===== src/rtl/smc_seq_pkg.sv =====
package smc_seq_pkg;
  localparam int unsigned CFG_W    = 32;
  localparam int unsigned SETUP_LSB = 0;
  localparam int unsigned SETUP_W   = 4;
  localparam int unsigned HOLD_LSB  = 4;
  localparam int unsigned HOLD_W    = 4;
  localparam int unsigned DATA_LSB  = 8;
  localparam int unsigned DATA_W    = 8;
  localparam int unsigned MODE_LSB  = 28;
  localparam int unsigned MODE_W    = 2;
  localparam logic [MODE_W-1:0] MODE_WITH_HOLD = 2'b11;

  localparam int unsigned CNT_W_A = (SETUP_W > HOLD_W) ? SETUP_W : HOLD_W;
  localparam int unsigned CNT_W   = (CNT_W_A > DATA_W) ? CNT_W_A : DATA_W;

  typedef enum logic [2:0] {
    PH_IDLE,
    PH_SETUP,
    PH_HOLD,
    PH_DATA,
    PH_DONE
  } phase_e;

  typedef struct packed {
    logic [SETUP_W-1:0] setup;
    logic [HOLD_W-1:0]  hold;
    logic [DATA_W-1:0]  data_m1;
  } phase_plan_t;
endpackage


===== src/rtl/smc_timing_sel.sv =====
module smc_timing_sel
  import smc_seq_pkg::*;
(
  input  logic             we_i,
  input  logic             ext_en_i,
  input  logic             mux_en_i,
  input  logic [CFG_W-1:0] tim_rd_i,
  input  logic [CFG_W-1:0] tim_wr_i,
  output phase_plan_t      plan_o
);
  logic [CFG_W-1:0]   word;
  logic [MODE_W-1:0]  mode;
  logic               hold_used;
  logic [SETUP_W-1:0] setup_raw;
  logic               unused_bits;

  // split timing only in extended mode
  assign word      = (ext_en_i && we_i) ? tim_wr_i : tim_rd_i;
  assign mode      = ext_en_i ? word[MODE_LSB +: MODE_W] : '0;
  assign hold_used = mux_en_i || (mode == MODE_WITH_HOLD);
  assign setup_raw = word[SETUP_LSB +: SETUP_W];

  always_comb begin
    plan_o.setup   = (hold_used && (setup_raw == '0)) ? SETUP_W'(1) : setup_raw;
    plan_o.hold    = hold_used ? word[HOLD_LSB +: HOLD_W] : '0;
    plan_o.data_m1 = word[DATA_LSB +: DATA_W];
  end

  assign unused_bits = ^{word[CFG_W-1:MODE_LSB+MODE_W], word[MODE_LSB-1:DATA_LSB+DATA_W]};
endmodule


===== src/rtl/smc_phase_ctr.sv =====
module smc_phase_ctr #(
  parameter int unsigned W = 8
) (
  input  logic         clk_i,
  input  logic         rst_n_i,
  input  logic         load_i,
  input  logic [W-1:0] load_val_i,
  input  logic         run_i,
  output logic         last_o
);
  logic [W-1:0] cnt_q, cnt_d;
  logic         cnt_en;

  assign cnt_en = load_i || (run_i && (cnt_q != '0));

  always_comb begin
    if (load_i) cnt_d = load_val_i;
    else        cnt_d = cnt_q - W'(1);
  end

  always_ff @(posedge clk_i or negedge rst_n_i) begin
    if (!rst_n_i)    cnt_q <= '0;
    else if (cnt_en) cnt_q <= cnt_d;
  end

  assign last_o = (cnt_q == '0);

  AST_CTR_NO_WRAP: assert property (@(posedge clk_i) disable iff (!rst_n_i)
    (!load_i && cnt_q == '0) |=> (cnt_q == '0));
endmodule


===== src/rtl/smc_phase_seq.sv =====
module smc_phase_seq
  import smc_seq_pkg::*;
#(
  parameter int unsigned ADDR_W = 20,
  parameter int unsigned DQ_W   = 16
) (
  input  logic              clk_i,
  input  logic              rst_n_i,
  input  logic              req_i,
  input  logic              we_i,
  input  logic [ADDR_W-1:0] addr_i,
  input  logic [DQ_W-1:0]   wdata_i,
  input  logic [CFG_W-1:0]  tim_rd_i,
  input  logic [CFG_W-1:0]  tim_wr_i,
  input  logic              ext_en_i,
  input  logic              mux_en_i,
  input  logic [DQ_W-1:0]   mem_dq_i,
  output logic              busy_o,
  output logic              done_o,
  output logic [DQ_W-1:0]   rdata_o,
  output logic [ADDR_W-1:0] mem_addr_o,
  output logic              mem_ce_n_o,
  output logic              mem_oe_n_o,
  output logic              mem_we_n_o,
  output logic              mem_adv_n_o,
  output logic              mem_dq_oe_o,
  output logic [DQ_W-1:0]   mem_dq_o
);
  // reset: asserted asynchronously, released on the clock
  logic rst_meta_q, rst_q;
  always_ff @(posedge clk_i or negedge rst_n_i) begin
    if (!rst_n_i) begin
      rst_meta_q <= 1'b0;
      rst_q      <= 1'b0;
    end else begin
      rst_meta_q <= 1'b1;
      rst_q      <= rst_meta_q;
    end
  end

  phase_plan_t       live_plan, plan_q;
  phase_e            state_q, state_d;
  logic              we_q;
  logic [ADDR_W-1:0] addr_q;
  logic [DQ_W-1:0]   wdata_q, rdata_q;
  logic              accept, ph_last, ld, rd_capture;
  logic [CNT_W-1:0]  ld_val;

  smc_timing_sel i_sel (
    .we_i     (we_i),
    .ext_en_i (ext_en_i),
    .mux_en_i (mux_en_i),
    .tim_rd_i (tim_rd_i),
    .tim_wr_i (tim_wr_i),
    .plan_o   (live_plan)
  );

  smc_phase_ctr #(.W(CNT_W)) i_ctr (
    .clk_i      (clk_i),
    .rst_n_i    (rst_q),
    .load_i     (ld),
    .load_val_i (ld_val),
    .run_i      (state_q != PH_IDLE),
    .last_o     (ph_last)
  );

  assign accept = (state_q == PH_IDLE) && req_i;

  // next phase and counter load
  always_comb begin
    state_d = state_q;
    ld      = 1'b0;
    ld_val  = '0;
    unique case (state_q)
      PH_IDLE: begin
        if (req_i) begin
          ld = 1'b1;
          if (live_plan.setup != '0) begin
            state_d = PH_SETUP;
            ld_val  = CNT_W'(live_plan.setup) - CNT_W'(1);
          end else if (live_plan.hold != '0) begin
            state_d = PH_HOLD;
            ld_val  = CNT_W'(live_plan.hold) - CNT_W'(1);
          end else begin
            state_d = PH_DATA;
            ld_val  = CNT_W'(live_plan.data_m1);
          end
        end
      end
      PH_SETUP: begin
        if (ph_last) begin
          ld = 1'b1;
          if (plan_q.hold != '0) begin
            state_d = PH_HOLD;
            ld_val  = CNT_W'(plan_q.hold) - CNT_W'(1);
          end else begin
            state_d = PH_DATA;
            ld_val  = CNT_W'(plan_q.data_m1);
          end
        end
      end
      PH_HOLD: begin
        if (ph_last) begin
          ld      = 1'b1;
          state_d = PH_DATA;
          ld_val  = CNT_W'(plan_q.data_m1);
        end
      end
      PH_DATA: begin
        if (ph_last) state_d = PH_DONE;
      end
      PH_DONE:  state_d = PH_IDLE;
      default:  state_d = PH_IDLE;
    endcase
  end

  always_ff @(posedge clk_i or negedge rst_q) begin
    if (!rst_q) state_q <= PH_IDLE;
    else        state_q <= state_d;
  end

  // transaction capture, enabled at acceptance
  always_ff @(posedge clk_i or negedge rst_q) begin
    if (!rst_q) begin
      plan_q  <= '0;
      we_q    <= 1'b0;
      addr_q  <= '0;
      wdata_q <= '0;
    end else if (accept) begin
      plan_q  <= live_plan;
      we_q    <= we_i;
      addr_q  <= addr_i;
      wdata_q <= wdata_i;
    end
  end

  assign rd_capture = (state_q == PH_DATA) && ph_last && !we_q;

  always_ff @(posedge clk_i or negedge rst_q) begin
    if (!rst_q)          rdata_q <= '0;
    else if (rd_capture) rdata_q <= mem_dq_i;
  end

  // strobes
  assign busy_o      = (state_q != PH_IDLE);
  assign done_o      = (state_q == PH_DONE);
  assign rdata_o     = rdata_q;
  assign mem_addr_o  = addr_q;
  assign mem_ce_n_o  = !((state_q == PH_SETUP) || (state_q == PH_HOLD) || (state_q == PH_DATA));
  assign mem_adv_n_o = !(state_q == PH_SETUP);
  assign mem_oe_n_o  = !((state_q == PH_DATA) && !we_q);
  assign mem_we_n_o  = !((state_q == PH_DATA) && we_q);
  assign mem_dq_oe_o = (state_q == PH_DATA) && we_q;
  assign mem_dq_o    = wdata_q;

  AST_STROBE_EXCL: assert property (@(posedge clk_i) disable iff (!rst_q)
    !(!mem_oe_n_o && !mem_we_n_o));
  AST_STROBE_IN_CE: assert property (@(posedge clk_i) disable iff (!rst_q)
    (!mem_oe_n_o || !mem_we_n_o || !mem_adv_n_o) |-> !mem_ce_n_o);
  AST_IDLE_QUIET: assert property (@(posedge clk_i) disable iff (!rst_q)
    !busy_o |-> (mem_ce_n_o && !done_o && !mem_dq_oe_o));
  AST_DONE_PULSE: assert property (@(posedge clk_i) disable iff (!rst_q)
    done_o |=> !done_o);
  AST_DONE_AFTER_STROBE: assert property (@(posedge clk_i) disable iff (!rst_q)
    done_o |-> $past(!mem_oe_n_o || !mem_we_n_o));
  AST_ADDR_HELD: assert property (@(posedge clk_i) disable iff (!rst_q)
    (busy_o && !done_o) |=> $stable(mem_addr_o));
  AST_BUSY_REQ_IGNORED: assert property (@(posedge clk_i) disable iff (!rst_q)
    (done_o && req_i) |=> !busy_o);
  AST_DQ_ONLY_WRITE: assert property (@(posedge clk_i) disable iff (!rst_q)
    mem_dq_oe_o |-> !mem_we_n_o);
endmodule


===== config.mk =====
export PLATFORM = sky130hd
export DESIGN_NAME = smc_phase_seq
export DESIGN_NICKNAME = d
export VERILOG_FILES = /design/src/rtl/smc_seq_pkg.sv /design/src/rtl/smc_timing_sel.sv /design/src/rtl/smc_phase_ctr.sv /design/src/rtl/smc_phase_seq.sv
export SDC_FILE = /design/constraint.sdc
export NUM_CORES = 1
export LEC_CHECK = 0
export BUFFER_PORTS_ARGS = -buffer_cell sky130_fd_sc_hd__clkbuf_2
export CAP_MARGIN = 10
export CORE_MARGIN = 2
export CORE_UTILIZATION = 47
export CTS_CLUSTER_SIZE = 24
export DETAILED_ROUTE_END_ITERATION = 10
export GPL_TIMING_DRIVEN = 0
export HOLD_SLACK_MARGIN = 0.02
export PLACE_DENSITY = 0.8
export SETUP_SLACK_MARGIN = 0.02
export SLEW_MARGIN = 20
export SYNTH_ARGS = -nofsm -noshare
export SYNTH_HDL_FRONTEND = slang
export SYNTH_SLANG_ARGS = --single-unit

===== constraint.sdc =====
create_clock -name clk_i -period 2.8 [get_ports clk_i]
set_clock_uncertainty 0.2 [all_clocks]
set_input_delay 0.28 -clock clk_i [delete_from_list [all_inputs] [get_ports clk_i]]
set_output_delay 0.28 -clock clk_i [all_outputs]
set_load 0.03 [all_outputs]

==> out/metrics.cfg <==
[run_status]
run_status=completed

[placement]
dp_cells=683
place.detailed.hpwl_mm=7.88
portBuffers=152
place_area_um2=4890
gp_congestion=0.956

[synthesis]
synth_top_family_by_area=simple AND/OR/NAND/NOR gates
synth_area_leader_cell=dfrtp_1
synthMuxAreaShare_pct=9.26
postSynthCellCount=425
syn_area_um2=3970
ys_ff_latch=78
synthAdderAreaFrac_pct=1.26
synth_simple_gate_area_share_pct=23.0
synth.top_cells.by_count=147 x nand2_1, 78 x dfrtp_1, 19 x nor2_1, 19 x o21ai_0, 15 x mux2i_1
synth_fp_nets=551
yosys.area_share.xor_xnor_pct=1.76
ys.flop_type=dfrtp_1
synth_area_leaders=dfrtp_1 49%, nand2_1 14%, mux2_4 3.8%
yosysMostFrequentCell=nand2_1
synth_compound_area_share_pct=11.9
ys_types=54
ys_seq_area_share_pct=49.1
yosysWarnings=0
postSynthAreaPerCell_um2=9.35
yosysTopAreaCellShare_pct=49.1
synth_edf_count=0
synth-async-reset-ratio_pct=100

[clock_network]
cts_root_buf=clkbuf_8
clkTransAtPathRegs_ns=0.09
cts_tree=yes
worst_skew_pair.late_latency_ns=0.35
cts-htree-levels=3
clk_path_buf_depth=2
cts_setup_buffers=0
cts_sinks=78
cts_buffers=9

[timing]
tightest_slew_ns=0.789
hold_violations=0
tns_ns=0
period_needed_ns=2.64
relSlewSlack_pct=47.0
final-setup-viol-count=0
holdWs_ns=0.0389
fmax_mhz=379
drv_slew=0
fin_crit_sh_pct=94.2
rsz0062_at_grt=false

[setup_path]
arrival_ns=2.63
cpPeakStageDelay_ns=0.33
crit_family=compound AO/OA/AOI/OAI gates
timing.critical_path.mode_cell=nand2_1
end_kind=flip-flop
required_ns=2.80
crit_type=in2reg
worstSetupStartpointType=input port
worstPathCellList=clkbuf_2, nand2_1, clkbuf_4, mux2i_1, o21ai_0, o21a_1, ha_1, o21ai_2, nor2_1, nand2_1, a2bb2oi_1, a21oi_1
cp_max_fo=10
slowest_stage=mux2i_1
path_buf_inv=2

[route]
drt_iter0_markers=274
routed_wl_mm=11.4
num_vias=3962
postRouteAntennaNets=0
detail_route.first_pass.iterations=5
avgRoutedWirePerCell_um=15.2
vias_per_cell=5.26
drc=0

[pwr]
leakage_nw=2.97
p_per_area_nw_per_um2=399
vdd_ir_drop_max_mv=0.235

[global_routing]
track_usage_pct=25.4
grt_pass1_vias=3863
grt-ovfl-total=0
grt_max_degree=40
antenna_found_initial=0
grt_pass1_wl_mm=17.9

[min_path]
hp-class=in2reg

[floorplanning]
initial_core_util_pct=48.3
dieArea_um2=9200
dieHeight_um=95.9
ioPinCount=181
placementRows=33
coreArea_um2=8220
die_w_um=95.9

[finish]
nNetsFinal=769
antenna_cells=0
fin_cells=753
layout-area-overhead-vs-synth_pct=41.5
drive_gt1_share_pct=31.5
nFillCells=650
final_area_um2=5620

[job]
maxCapViolCount=0

==> placed cells by master, fill, tap and decap left out, types with 3 or more instances in the layout <==
cell and count:
nor2_1 19, dlygate4sd3_1 54, a31oi_1 3, ha_1 4
nand3b_1 3, nor3b_1 5, o21ai_0 19, inv_1 8
o31ai_1 3, xnor2_1 5, nand2_1 147, mux2_4 10
nor3_1 9, xor2_1 3, o211ai_1 4, and3_1 3
clkbuf_2 152, nand3_1 5, buf_2 5, mux2_2 6
clkbuf_1 11, mux2i_1 15, a21oi_1 4, or3_1 4
a211oi_1 6, nor2b_1 3, a21o_1 3, a22oi_1 3
dfrtp_1 77, a211o_1 3, clkbuf_8 9
==> final cells by class <==
type | count | area (µm²) | share of cell area (%)
Buffer | 20 | 116 | 2.07
Clock buffer | 9 | 124 | 2.20
Clock inverter | 7 | 57.6 | 1.02
Inverter | 8 | 30.0 | 0.534
Multi-Input combinational cell | 319 | 1890 | 33.5
Sequential cell | 78 | 1960 | 34.8
Tap cell | 105 | 131 | 2.34
Timing Repair Buffer | 207 | 1320 | 23.5
==> what timing repair did <==
item | 4_1_cts | 5_1_grt
gates cloned | 0 | 0
resized for setup | 1 | 2
hold buffers | 54 | 0
hold endpoints to repair | 54 | 0
setup endpoints to repair | 1 | 3
pin swaps | 0 | 0
==> kinds of logic (layout without fill, tap and decap cells) <==
kind of cell	after synthesis	after routing
adder cells (fa/ha/maj)	4	4
other	1	1
buffers and inverters	28	251
XOR/XNOR	8	8
multiplexers	31	31
flip-flops	78	78
AO/OA/AOI/OAI	66	66
AND/OR/NAND/NOR	209	209
==> per-layer routing <==
| layer | GRT usage, % | wire (µm) | part of all wire (%) | up-vias |
|---|---|---|---|---|
| met5 | 0 | 0 | 0 | - |
| li1 | - | - | - | 1887 |
| met3 | 5.17 | 724 | 6.3 | 27 |
| met1 | 30.7 | 4480 | 39 | 1880 |
| met4 | 8.45 | 253 | 2.2 | 0 |
| met2 | 45.1 | 5960 | 52 | 168 |
==> through the flow <==
step | power, W | utilization, % | worst slack (ns)
2_1_floorplan | 0.00130 | - | 0.267
3_3_place_gp | 0.00141 | 59.2 | -0.519
3_5_place_dp | 0.00142 | 59.5 | -0.373
4_1_cts | 0.00226 | 68.3 | 0.190
5_1_grt | 0.00235 | 68.4 | 0.0511
6_report | 0.00225 | 68.4 | 0.163
==> worst paths after layout <==
check | slack, ns | depth (start not counted) | end | startpoint
setup / recovery | 0.16 | 12 | i_ctr.cnt_q[4] | we_i
hold / removal | 0.04 | 3 | we_q | we_i
setup reg to reg | 0.29 | 8 | i_ctr.cnt_q[5] | i_ctr.cnt_q[0]
hold reg to reg | 0.11 | 0 | mem_addr_o[0] | rst_q
max in group asynchronous | 1.67 | 3 | rst_q | rst_n_i
min in group asynchronous | 0.11 | 0 | mem_addr_o[0] | rst_q
==> registers in the layout, summed over array words and instances (netlist names) <==
name,cells
mem_addr_o,20
mem_dq_o,16
rdata_o,16
plan_q,12
i_ctr.cnt_q,8
state_q,3
rst_meta_q,1
rst_q,1
we_q,1
==> power breakdown <==
group	switching, W	internal [W]
logic	0.000142	0.000161
registers	0.0000174	0.00114
clock network	0.000453	0.000334
==> worst register-to-register path: stages, from the launching register on <==
cell and delay, ns:
dfrtp_1 0.38, inv_1 0.09, ha_1 0.17, nor3b_2 0.33, nand2_2 0.17, o31ai_1 0.69, nor2_1 0.14, nand2_1 0.12
o211ai_1 0.09
No activity file was read; power rests on OpenSTA's default activity.
